## src/rtl/ctu_pkg.sv

```systemverilog
package ctu_pkg;

   typedef enum logic [1:0] {
      ACT_KEEP   = 2'b00,
      ACT_LOW    = 2'b01,
      ACT_HIGH   = 2'b10,
      ACT_TOGGLE = 2'b11
   } ctu_act_e;

   // mode word: [3] software level, [2] software owns pin, [1:0] action
   typedef struct packed {
      logic     sw_lvl;
      logic     sw_sel;
      ctu_act_e act;
   } ctu_mode_t;

   localparam int unsigned MODE_W      = 4;
   localparam int unsigned A_CTRL      = 0;
   localparam int unsigned A_IEN       = 1;
   localparam int unsigned A_CLR       = 2;
   localparam int unsigned A_TRIG      = 3;
   localparam int unsigned A_LOAD      = 4;
   localparam int unsigned A_CMP_BASE  = 8;
   localparam int unsigned A_MODE_BASE = 16;
   localparam int unsigned TRG_SRC_W   = 3;
   localparam int unsigned TRG_EN_BIT  = 4;
   localparam int unsigned TRG_STP_BIT = 5;
   localparam int unsigned MAX_CMP     = 8;

endpackage

```

## src/rtl/ctu_counter.sv

```systemverilog
module ctu_counter #(
   parameter int unsigned CNT_W = 16
) (
   input  logic             clk,
   input  logic             rst_n,
   input  logic             run_i,
   input  logic             load_i,
   input  logic [CNT_W-1:0] load_val_i,
   output logic [CNT_W-1:0] cnt_o
);

   always_ff @(posedge clk or negedge rst_n) begin
      if (!rst_n) begin
         cnt_o <= '0;
      end else if (load_i) begin
         cnt_o <= load_val_i;
      end else if (run_i) begin
         cnt_o <= cnt_o + 1'b1;
      end
   end

endmodule

```

## src/rtl/ctu_slot.sv

```systemverilog
module ctu_slot
   import ctu_pkg::*;
#(
   parameter int unsigned CNT_W   = 16,
   parameter bit          HAS_PIN = 1'b1
) (
   input  logic              clk,
   input  logic              rst_n,
   input  logic [CNT_W-1:0]  cnt_i,
   input  logic              run_i,
   input  logic              cmp_we_i,
   input  logic [CNT_W-1:0]  cmp_wdata_i,
   input  logic              mode_we_i,
   input  logic [MODE_W-1:0] mode_wdata_i,
   input  logic              clr_i,
   output logic              match_o,
   output logic              flag_o,
   output logic              pin_o
);

   logic [CNT_W-1:0] cmp_q;

   always_ff @(posedge clk or negedge rst_n) begin
      if (!rst_n) begin
         cmp_q <= '1;
      end else if (cmp_we_i) begin
         cmp_q <= cmp_wdata_i;
      end
   end

   assign match_o = run_i && (cnt_i == cmp_q);

   // a match wins over a simultaneous clear
   always_ff @(posedge clk or negedge rst_n) begin
      if (!rst_n) begin
         flag_o <= 1'b0;
      end else begin
         flag_o <= (flag_o && !clr_i) || match_o;
      end
   end

   generate
      if (HAS_PIN) begin : g_pin
         ctu_mode_t mode_q;
         logic      level_q;

         always_ff @(posedge clk or negedge rst_n) begin
            if (!rst_n) begin
               mode_q <= '0;
            end else if (mode_we_i) begin
               mode_q <= ctu_mode_t'(mode_wdata_i);
            end
         end

         always_ff @(posedge clk or negedge rst_n) begin
            if (!rst_n) begin
               level_q <= 1'b0;
            end else if (match_o) begin
               case (mode_q.act)
                  ACT_LOW:    level_q <= 1'b0;
                  ACT_HIGH:   level_q <= 1'b1;
                  ACT_TOGGLE: level_q <= ~level_q;
                  default:    level_q <= level_q;
               endcase
            end
         end

         assign pin_o = mode_q.sw_sel ? mode_q.sw_lvl : level_q;
      end else begin : g_nopin
         logic unused_mode;
         assign unused_mode = ^{mode_we_i, mode_wdata_i};
         assign pin_o       = 1'b0;
      end
   endgenerate

endmodule

```

## src/rtl/ctu_trigger.sv

```systemverilog
module ctu_trigger #(
   parameter int unsigned NUM_CMP = 6,
   parameter int unsigned SRC_W   = 3
) (
   input  logic               clk,
   input  logic               rst_n,
   input  logic [NUM_CMP-1:0] match_i,
   input  logic [SRC_W-1:0]   src_i,
   input  logic               en_i,
   input  logic               stop_i,
   output logic               start_o,
   output logic               stop_o
);

   logic src_hit;

   always_comb begin
      src_hit = 1'b0;
      for (int k = 0; k < NUM_CMP; k++) begin
         if (src_i == SRC_W'(k)) begin
            src_hit = match_i[k];
         end
      end
   end

   always_ff @(posedge clk or negedge rst_n) begin
      if (!rst_n) begin
         start_o <= 1'b0;
         stop_o  <= 1'b0;
      end else begin
         start_o <= en_i && src_hit && !stop_i;
         stop_o  <= en_i && src_hit && stop_i;
      end
   end

endmodule

```

## src/rtl/cmp_timer_unit.sv

```systemverilog
module cmp_timer_unit
   import ctu_pkg::*;
#(
   parameter int unsigned CNT_W    = 16,
   parameter int unsigned NUM_CMP  = 6,
   parameter int unsigned NUM_PINS = 4,
   parameter int unsigned ADDR_W   = 5
) (
   input  logic                clk,
   input  logic                rst_n,
   input  logic                wr_en,
   input  logic [ADDR_W-1:0]   wr_addr,
   input  logic [CNT_W-1:0]    wr_data,
   output logic [CNT_W-1:0]    count_o,
   output logic [NUM_CMP-1:0]  flags_o,
   output logic [NUM_PINS-1:0] pins_o,
   output logic                irq_o,
   output logic                trig_start_o,
   output logic                trig_stop_o
);

   localparam logic [ADDR_W-1:0] AD_CTRL = ADDR_W'(A_CTRL);
   localparam logic [ADDR_W-1:0] AD_IEN  = ADDR_W'(A_IEN);
   localparam logic [ADDR_W-1:0] AD_CLR  = ADDR_W'(A_CLR);
   localparam logic [ADDR_W-1:0] AD_TRIG = ADDR_W'(A_TRIG);
   localparam logic [ADDR_W-1:0] AD_LOAD = ADDR_W'(A_LOAD);

   generate
      if (NUM_PINS > NUM_CMP) begin : g_bad_pins
         $error("NUM_PINS must not exceed NUM_CMP");
      end
      if (NUM_CMP > MAX_CMP || NUM_CMP < 1) begin : g_bad_cmp
         $error("NUM_CMP must be 1..MAX_CMP");
      end
      if (CNT_W < 8) begin : g_bad_w
         $error("CNT_W must be at least 8");
      end
      if (ADDR_W < 5) begin : g_bad_a
         $error("ADDR_W must be at least 5");
      end
   endgenerate

   logic                 run_q;
   logic [NUM_CMP-1:0]   ien_q;
   logic [TRG_SRC_W-1:0] trg_src_q;
   logic                 trg_en_q;
   logic                 trg_stop_q;
   logic [NUM_CMP-1:0]   clr_vec;
   logic [NUM_CMP-1:0]   match_vec;
   logic                 load_now;

   assign load_now = wr_en && (wr_addr == AD_LOAD);
   assign clr_vec  = (wr_en && (wr_addr == AD_CLR)) ? wr_data[NUM_CMP-1:0] : '0;

   always_ff @(posedge clk or negedge rst_n) begin
      if (!rst_n) begin
         run_q      <= 1'b0;
         ien_q      <= '0;
         trg_src_q  <= '0;
         trg_en_q   <= 1'b0;
         trg_stop_q <= 1'b0;
      end else if (wr_en) begin
         if (wr_addr == AD_CTRL) begin
            run_q <= wr_data[0];
         end
         if (wr_addr == AD_IEN) begin
            ien_q <= wr_data[NUM_CMP-1:0];
         end
         if (wr_addr == AD_TRIG) begin
            trg_src_q  <= wr_data[TRG_SRC_W-1:0];
            trg_en_q   <= wr_data[TRG_EN_BIT];
            trg_stop_q <= wr_data[TRG_STP_BIT];
         end
      end
   end

   ctu_counter #(.CNT_W(CNT_W)) u_cnt (
      .clk        (clk),
      .rst_n      (rst_n),
      .run_i      (run_q),
      .load_i     (load_now),
      .load_val_i (wr_data),
      .cnt_o      (count_o)
   );

   generate
      for (genvar i = 0; i < NUM_CMP; i++) begin : g_slot
         localparam logic [ADDR_W-1:0] AD_CMP  = ADDR_W'(A_CMP_BASE + i);
         localparam logic [ADDR_W-1:0] AD_MODE = ADDR_W'(A_MODE_BASE + i);
         logic cmp_we;
         logic mode_we;
         assign cmp_we  = wr_en && (wr_addr == AD_CMP);
         assign mode_we = wr_en && (wr_addr == AD_MODE);

         if (i < NUM_PINS) begin : g_pinned
            ctu_slot #(.CNT_W(CNT_W), .HAS_PIN(1'b1)) u_slot (
               .clk          (clk),
               .rst_n        (rst_n),
               .cnt_i        (count_o),
               .run_i        (run_q),
               .cmp_we_i     (cmp_we),
               .cmp_wdata_i  (wr_data),
               .mode_we_i    (mode_we),
               .mode_wdata_i (wr_data[MODE_W-1:0]),
               .clr_i        (clr_vec[i]),
               .match_o      (match_vec[i]),
               .flag_o       (flags_o[i]),
               .pin_o        (pins_o[i])
            );
         end else begin : g_pinless
            logic unused_pin;
            ctu_slot #(.CNT_W(CNT_W), .HAS_PIN(1'b0)) u_slot (
               .clk          (clk),
               .rst_n        (rst_n),
               .cnt_i        (count_o),
               .run_i        (run_q),
               .cmp_we_i     (cmp_we),
               .cmp_wdata_i  (wr_data),
               .mode_we_i    (mode_we),
               .mode_wdata_i (wr_data[MODE_W-1:0]),
               .clr_i        (clr_vec[i]),
               .match_o      (match_vec[i]),
               .flag_o       (flags_o[i]),
               .pin_o        (unused_pin)
            );
         end
      end
   endgenerate

   assign irq_o = |(flags_o & ien_q);

   ctu_trigger #(.NUM_CMP(NUM_CMP), .SRC_W(TRG_SRC_W)) u_trg (
      .clk     (clk),
      .rst_n   (rst_n),
      .match_i (match_vec),
      .src_i   (trg_src_q),
      .en_i    (trg_en_q),
      .stop_i  (trg_stop_q),
      .start_o (trig_start_o),
      .stop_o  (trig_stop_o)
   );

endmodule

```

## config.mk

```make
export PLATFORM = sky130hd
export DESIGN_NAME = cmp_timer_unit
export DESIGN_NICKNAME = d
export VERILOG_FILES = /design/src/rtl/ctu_pkg.sv /design/src/rtl/ctu_counter.sv /design/src/rtl/ctu_slot.sv /design/src/rtl/ctu_trigger.sv /design/src/rtl/cmp_timer_unit.sv
export SDC_FILE = /design/constraint.sdc
export NUM_CORES = 1
export LEC_CHECK = 0
export ABC_AREA = 1
export BUFFER_PORTS_ARGS = -buffer_cell sky130_fd_sc_hd__buf_4
export CAP_MARGIN = 20
export CORE_ASPECT_RATIO = 0.75
export CORE_MARGIN = 5
export CORE_UTILIZATION = 51
export DETAILED_ROUTE_END_ITERATION = 8
export PLACE_DENSITY = 0.76
export SYNTH_ARGS = -nofsm -noshare
export SYNTH_HDL_FRONTEND = slang
export SYNTH_SLANG_ARGS = --single-unit
```

## constraint.sdc

```tcl
create_clock -name clk -period 1.5 [get_ports clk]
set_input_delay 0.225 -clock clk [delete_from_list [all_inputs] [get_ports clk]]
set_output_delay 0.225 -clock clk [all_outputs]
set_load 0.05 [all_outputs]
```

==> out/results.ini, run 1 <==
[clocking]
ctsLongestPathBuffers = 2
clock_tree_from_tritoncts = built
worstSkewPairLatency_ps = 430
clk_pin_slew_worst_paths_ps = 60
clock_root_buffer = clkbuf_16
cts-buffers-inserted = 17
htree_num_levels = 4
cts.sink_count = 152

[critical_path]
reg2regPathDepth = 10
crit-reg2reg-launch = u_cnt.cnt_o[0]$_DFFE_PN0P_
critical_path.max_fanout = 5
critPathKind = reg -> reg
critical_path.startpoint_type = flop
cp_cell_sequence = ha_4 -> nand2_4 -> nor2_4 -> nand3_2 -> nor3_4 -> nand3_4 -> nor3_4 -> xor2_1 -> nand2_1 -> nand3_2
setup.reg_to_reg.worst_slack_ps = -300
endpoint_kind = flop
ff_to_ff_end = u_cnt.cnt_o[14]$_DFFE_PN0P_
critPathArrivalTime_ps = 2160
crit_path_top_delay_cell = dfrtp_4
cpPeakStageDelay_ps = 510
worst_ep_required_time_ps = 1860

[detailed_routing]
highest-signal-layer = met4
drt_pre_antenna_iters = 6
drcViolationCount = 0
drt_iter0_markers = 953
via_count = 7462
ant_nets = 0
post_drt_wl_per_cell_um = 19.3
routed_wirelength_um = 25300
post_drt_via_cell_ratio = 5.69
wl_met2_um = 11000
wl_met1_um = 10700
dr_wl_met3_um = 2830

[synth]
synth_sequential_area_ratio_pct = 51.4
dominantRegCellSynth = dfstp_2
synth.yosys.warnings = 0
post_synth_inst_count = 935
number_of_flops_mapped_to_enable_cells_by_yosys = 0
synth.cell_area_um2 = 7640
synthArstFlopShare_pct = 100
synth.lib_cells_used.distinct = 42
synthesis.area_per_instance_um2 = 8.17
synth.net_count = 960
postSynthRegisterBits = 152

[flow_run]
max_cap_violations = 0

[final_layout]
antenna_cells_inserted = 0
layout-drive-gt1-share_pct = 38.7
multiInputGateArea_um2 = 3480
finalNonFillerCells = 1312
layout.nets = 1124
layout.cells.most_common_list = nand2_1, buf_4, o21ai_0
utilization_pct = 70.5
area.sequential_um2 = 3950
synthToLayoutAreaGrowth_pct = 34.8
mostFrequentLayoutCell = nand2_1
fillCellCount = 1033

[global_route]
grt_pass1_wl_um = 37200
global_route.overflow_total = 0
first_global_vias = 6792
initial_antenna_violation_count = 0
maximum_number_of_pins_on_one_net_before_global_route_repair = 37
overall_global_routing_resource_usage_pct = 27.9

[timing]
final.setup.tns_ps = -3700
report.final.hold_viol_count = 0
final_period_minus_worst_setup_slack_ps = 1800
timing.clock.skew_ps = 8.16
final_max_slew_viol_count = 0
final_critical_path_setup_slack_ps = -296
achievable-frequency_mhz = 557
slew_worst_pin_ps = 521
min_period_over_period_pct = 120
timing.slew.headroom_pct = 65.2
fin_worst_hold_slack_ps = 48.1
final-setup-viol-count = 25
grt_setup_unrepaired = true

[placed_design]
preCtsSetupSlack_ps = -249
io_buffer_count = 52
detailed_place_hpwl_um = 16400
finalWeightedCongestion = 0.928
place.detailed.instances = 1240

[floorplan]
dieWidth_um = 151
initial_core_util_pct = 52.3
floorplan.rows = 38
placeableCoreArea_um2 = 14600
die_height_um = 116
die_area_um2 = 17500
io-pin-count = 53

[min_path]
whs_path_depth = 3
worstHoldPathType = in -> reg
min_delay_worst_endpoint = u_cnt.cnt_o[12]$_DFFE_PN0P_
holdCritStartpoint = wr_data[12]

[pwr]
power-per-cell-area_nw_per_um2 = 1800
p_leak_nw = 4.62
max-vdd-ir-drop_v = 0.000851

[run_status]
status = finished, violations left
failed_checks = setup timing

[logic make-up (layout without fill, tap and decap cells)]
family / Yosys count / in the layout / share of synthesized area, %
AND/OR/NAND/NOR: 408 / 408 / 22.2
buffers and inverters: 129 / 306 / 7.37
adder cells (fa/ha/maj): 1 / 1 / 0.164
AO/OA/AOI/OAI: 202 / 202 / 14.0
flip-flops: 152 / 152 / 51.4
XOR/XNOR: 43 / 43 / 4.93
[state kept, by name, indices dropped and copies added, names as in the netlist]
| signal | flops |
|---|---|
| ien_q | 6 |
| u_trg.stop_o | 1 |
| u_cnt.cnt_o | 16 |
| run_q | 1 |
| trg_en_q | 1 |
| u_trg.start_o | 1 |
| g_slot.g_pinned.u_slot.cmp_q | 64 |
| g_slot.g_pinned.u_slot.g_pin.level_q | 4 |
| trg_src_q | 3 |
| g_slot.g_pinned.u_slot.flag_o | 4 |
| g_slot.g_pinless.u_slot.flag_o | 2 |
| g_slot.g_pinless.u_slot.cmp_q | 32 |
| g_slot.g_pinned.u_slot.g_pin.mode_q | 16 |
| trg_stop_q | 1 |
[what timing repair did]
item | CTS | global route
endpoints found under the setup margin | 28 | 31
gates resized for setup | 57 | 72
gates cloned | 1 | 0
hold buffers | 1 | 0
pin swaps | 23 | 37
hold endpoints to repair | 9 | 0
buffers inserted | 16 | 25
[layout make-up]
class                   instances  area share (%)
repair buffers                192            16.7
inverters                      81            3.26
clock buffers                  23            4.64
well taps                     200            2.43
flip-flops and latches        152            38.3
clock inverters                 9           0.729
repair inverters                1          0.0851
multi-input cells             654            33.8
[worst max-delay path, delay by kind of cell (launching register included)]
family	cells	cell delay [ps]
fa+ha+maj	1	170
xor+xnor	1	170
flops	1	510
simple gates	8	860
[where the power goes]
part	internal (mW)	switching (mW)	total, mW
logic	3.55	4.53	8.08
clock network	2.40	1.69	4.08
registers	5.36	1.06	6.41
total	11.3	7.28	18.6
[stage by stage]
step / power, mW / area, um^2
final: 18.6 / 10300
after detailed placement: 12.7 / 8970
after global placement: 12.6 / 8970
after CTS: 17.4 / 9850
after global routing: 19.4 / 10300
after floorplan: 10.1 / 7750
[synth_stat cells, types with 2 or more instances]
master,number,share of area (%)
a21oi_1,14,0.92
buf_2,10,0.66
buf_4,11,1.1
buf_6,3,0.44
clkbuf_1,24,1.2
dfrtp_1,56,18
dfstp_2,96,33
inv_1,66,3.2
inv_2,14,0.69
nand2_1,284,14
nand3_1,21,1.4
nand3_2,3,0.39
nand4_1,8,0.66
nor2_1,61,3.0
nor2_2,2,0.16
nor2_4,2,0.29
nor3_1,9,0.59
nor3_2,3,0.39
o2111ai_1,2,0.23
o21ai_0,144,9.4
o21ai_1,21,1.4
o221ai_1,5,0.57
o22ai_1,9,0.74
or2_0,5,0.41
or2_1,2,0.16
or2_2,3,0.25
xnor2_1,15,1.7
xor2_1,28,3.2
[layer usage]
| metal | vias to the layer above | GRT usage, % |
|---|---|---|
| met5 | - | 0 |
| met4 | 0 | 6.76 |
| met3 | 68 | 7.19 |
| met2 | 428 | 40.8 |
| met1 | 3624 | 41.8 |
| li1 | 3342 | - |
[how the worst max path moves through the flow]
stage / from / end / slack, ps / cells past startpoint
after floorplan: u_cnt.cnt_o[1]$_DFFE_PN0P_ / u_cnt.cnt_o[14]$_DFFE_PN0P_ / -170 / 10
after global placement: u_cnt.cnt_o[11]$_DFFE_PN0P_ / u_trg.stop_o$_DFF_PN0_ / -180 / 12
after detailed placement: g_slot[1].g_pinned.u_slot.cmp_q[3]$_DFFE_PN1P_ / g_slot[1].g_pinned.u_slot.g_pin.level_q$_DFFE_PN0P_ / -250 / 10
after CTS: g_slot[1].g_pinned.u_slot.cmp_q[13]$_DFFE_PN1P_ / u_trg.stop_o$_DFF_PN0_ / -210 / 13
after global routing: u_cnt.cnt_o[3]$_DFFE_PN0P_ / u_cnt.cnt_o[14]$_DFFE_PN0P_ / -400 / 10
final: u_cnt.cnt_o[0]$_DFFE_PN0P_ / u_cnt.cnt_o[14]$_DFFE_PN0P_ / -300 / 10
No activity file was read; power rests on OpenSTA's default activity.
==> run 2, diff against run 1 <==
--- a/config.mk
+++ b/config.mk
@@ -6,13 +6,13 @@
 export NUM_CORES = 1
 export LEC_CHECK = 0
 export ABC_AREA = 1
-export BUFFER_PORTS_ARGS = -buffer_cell sky130_fd_sc_hd__buf_4
 export CAP_MARGIN = 20
 export CORE_ASPECT_RATIO = 0.75
 export CORE_MARGIN = 5
 export CORE_UTILIZATION = 51
 export DETAILED_ROUTE_END_ITERATION = 8
-export PLACE_DENSITY = 0.76
+export DONT_BUFFER_PORTS = 1
+export PLACE_DENSITY = 0.73
 export SYNTH_ARGS = -nofsm -noshare
 export SYNTH_HDL_FRONTEND = slang
 export SYNTH_SLANG_ARGS = --single-unit
==> out/results.ini, run 2 (synthesis results as in run 1) <==
[final_layout]
multiInputGateArea_um2 = 3480  ; about the same
biggestRegsByFlops = g_slot.g_pinned.u_slot.cmp_q (64), g_slot.g_pinless.u_slot.cmp_q (32)  ; unchanged
antenna_cells_inserted = 0  ; unchanged
area.sequential_um2 = 3950  ; unchanged
synthToLayoutAreaGrowth_pct = 29.9  ; was 34.8%
fillCellCount = 1116  ; was 1033
layout.cells.most_common_list = nand2_1, o21ai_0, buf_4  ; was nand2_1, buf_4, o21ai_0
layout-drive-gt1-share_pct = 34.7  ; was 38.7%
layout.nets = 1079  ; was 1124
mostFrequentLayoutCell = nand2_1  ; unchanged
max_flop_register = g_slot.g_pinned.u_slot.cmp_q  ; unchanged
stdcell_area_um2 = 9920  ; was 10300 um^2
flip_flop_count_of_the_largest_register_all_copies_and_words_added = 64  ; unchanged

[flow_run]
max_cap_violations = 0  ; unchanged

[pwr]
max-vdd-ir-drop_v = 0.000866  ; was 0.000851 V
power.clock.fraction_pct = 23.9  ; was 22.0%
p_leak_nw = 4.38  ; was 4.62 nW
sequentialPowerShare_pct = 34.6  ; was 34.5%
internal_pwr_total_mw = 11.3  ; about the same
power_frac_comb_pct = 41.4  ; was 43.5%
power-per-cell-area_nw_per_um2 = 1850  ; was 1800 nW/um^2
switchingPower_mw = 7.07  ; was 7.28 mW
switching_share_pct = 38.6  ; was 39.2%

[floorplan]
dieWidth_um = 151  ; unchanged
placeableCoreArea_um2 = 14600  ; unchanged
die_area_um2 = 17500  ; unchanged
io-pin-count = 53  ; unchanged
die_height_um = 116  ; unchanged
initial_core_util_pct = 52.3  ; unchanged
floorplan.rows = 38  ; unchanged

[detailed_routing]
drt_iter0_markers = 950  ; was 953
post_drt_via_cell_ratio = 5.65  ; was 5.69
routed_wirelength_um = 24300  ; was 25300 um
ant_nets = 0  ; unchanged
post_drt_wl_per_cell_um = 19.1  ; was 19.3 um
drt_pre_antenna_iters = 8  ; was 6
drcViolationCount = 0  ; unchanged
via_count = 7161  ; was 7462

[critical_path]
critPathArrivalTime_ps = 2160  ; about the same
crit_top_cell = nand2_1
worst_ep_required_time_ps = 1860  ; about the same
cp_cell_sequence = clkinvlp_4 -> buf_4 -> o22ai_1 -> nor2_1 -> nand2_1 -> nor2_4 -> nand4_1 -> nand3_1 -> nand2_1 -> nand2_1 -> nand2_1 -> nor2_1  ; was ha_4 -> nand2_4 -> nor2_4 -> nand3_2 -> nor3_4 -> nand3_4 -> nor3_4 -> xor2_1 -> nand2_1 -> nand3_2
crit_path_top_delay_cell = dfrtp_2  ; was dfrtp_4
critPathKind = reg -> reg  ; unchanged
critical_path.max_fanout = 7  ; was 5
path_buf_inv = 2  ; was 0
cpPeakStageDelay_ps = 480  ; was 510 ps
critical-path-top-delay-family = simple AND/OR/NAND/NOR gates  ; unchanged
endpoint_kind = flop  ; unchanged
critical_path.startpoint_type = flop  ; unchanged

[placed_design]
preCtsSetupSlack_ps = -217  ; was -249 ps
io_buffer_count = 0  ; was 52
detailed_place_hpwl_um = 15900  ; was 16400 um
finalWeightedCongestion = 0.914  ; was 0.928
placement.cell_area_um2 = 8660  ; was 8970 um^2

[clocking]
ctsLongestPathBuffers = 2  ; unchanged
htree_num_levels = 4  ; unchanged
cts.sink_count = 152  ; unchanged
clock_root_buffer = clkbuf_16  ; unchanged
postCtsHoldBufs = 9  ; was 1
clk_pin_slew_worst_paths_ps = 60  ; about the same
cts-buffers-inserted = 17  ; unchanged
clock_tree_from_tritoncts = built  ; unchanged
worstSkewPairLatency_ps = 430  ; about the same

[global_route]
global_route.overflow_total = 0  ; unchanged
overall_global_routing_resource_usage_pct = 28.1  ; was 27.9%
grt_pass1_wl_um = 37100  ; was 37200 um
initial_antenna_violation_count = 0  ; unchanged
maximum_number_of_pins_on_one_net_before_global_route_repair = 153  ; was 37
first_global_vias = 6676  ; was 6792

[timing]
final_critical_path_setup_slack_ps = -300  ; was -296 ps
fin_worst_hold_slack_ps = -512  ; was 48.1 ps
min_period_over_period_pct = 120  ; about the same
final_period_minus_worst_setup_slack_ps = 1800  ; about the same
timing.slew.headroom_pct = 65.8  ; was 65.2%
grt_setup_unrepaired = true  ; unchanged
slew_worst_pin_ps = 512  ; was 521 ps
final-setup-viol-count = 20  ; was 25
timing.clock.skew_ps = 4.72  ; was 8.16 ps
achievable-frequency_mhz = 556  ; was 557 MHz
final_max_slew_viol_count = 0  ; unchanged
report.final.hold_viol_count = 152  ; was 0

[min_path]
worstHoldPathType = in -> async  ; was in -> reg

[run_status]
status = finished, violations left  ; unchanged
failed_checks = hold timing, setup timing  ; was setup timing

## run 2: cell types whose count changed in the layout (fill, tap and decap cells not counted), moves of 4 or more
| cell | before | now |
|---|---|---|
| buf_12 | 12 | 7 |
| buf_4 | 149 | 108 |
| buf_6 | 27 | 23 |
| clkinv_2 | 6 | 2 |
| dlygate4sd3_1 | 1 | 9 |
| o21ai_0 | 132 | 136 |
## run 2: repair_timing
action                                 in CTS  in global routing
cloned                                      0                  0
setup endpoints to repair                  23                 31
pin swaps                                  14                 27
resized for setup                          49                 58
endpoints found under the hold margin     161                152
buffers inserted                           10                 13
## run 2: per-layer routing
layer	part of all wire [%]	track usage [%]	vias up	wire length [um]
li1	-	-	3255	-
met1	42	40.9	3417	10200
met2	43	41.0	416	10500
met3	12	9.11	73	2860
met4	2.9	6.94	0	703
met5	0	0	-	0
## run 2: worst reg2reg max path, stage by stage (launching register included)
cell and delay [ps]:
dfrtp_2 480, clkinvlp_4 170, buf_4 140, o22ai_1 70, nor2_1 120, nand2_1 110, nor2_4 140, nand4_1 110
nand3_1 100, nand2_1 50, nand2_1 70, nand2_1 70, nor2_1 100
## run 2: layout make-up
type                            count  area share, %
Sequential cell                   152           39.8
Timing Repair Buffer              148           13.3
Inverter                           81           3.41
Clock inverter                      9           1.24
Multi-Input combinational cell    654           35.1
Tap cell                          200           2.52
Clock buffer                       23           4.72
## run 2: final timing paths
kind / from / end / slack [ps] / cells after the start
setup / recovery: u_cnt.cnt_o[2]$_DFFE_PN0P_ / u_trg.start_o$_DFF_PN0_ / -300 / 12
max in group asynchronous: rst_n / g_slot[0].g_pinned.u_slot.cmp_q[2]$_DFFE_PN1P_ / 1730 / 0
min in group clk: wr_data[8] / g_slot[4].g_pinless.u_slot.cmp_q[8]$_DFFE_PN1P_ / 50 / 2
hold / removal: rst_n / u_cnt.cnt_o[8]$_DFFE_PN0P_ / -510 / 0
setup reg to reg: u_cnt.cnt_o[2]$_DFFE_PN0P_ / u_trg.start_o$_DFF_PN0_ / -300 / 12
hold reg to reg: trg_stop_q$_DFFE_PN0P_ / u_trg.start_o$_DFF_PN0_ / 460 / 1
## run 2: through the flow
step,instances,hold slack (ps),TNS [ps],power (mW),utilization [%]
floorplan,935,-70.6,-1200,10.1,-
global placement,1206,-64.2,-1680,12.4,59.3
detailed placement,1206,-63.9,-2180,12.5,59.3
finish,1267,-512,-3280,18.3,67.9
CTS,1256,-519,-1640,17.5,65.7
global route,1267,-532,-5000,19.1,67.9
## run 2: power groups by stage
stage               combinational, mW  clock (mW)  sequential [mW]
floorplan                        3.48           0             6.65
global placement                 6.22           0             6.21
detailed placement               6.30           0             6.24
CTS                              6.85        4.40             6.28
global route                     8.08        4.60             6.47
finish                           7.59        4.38             6.35
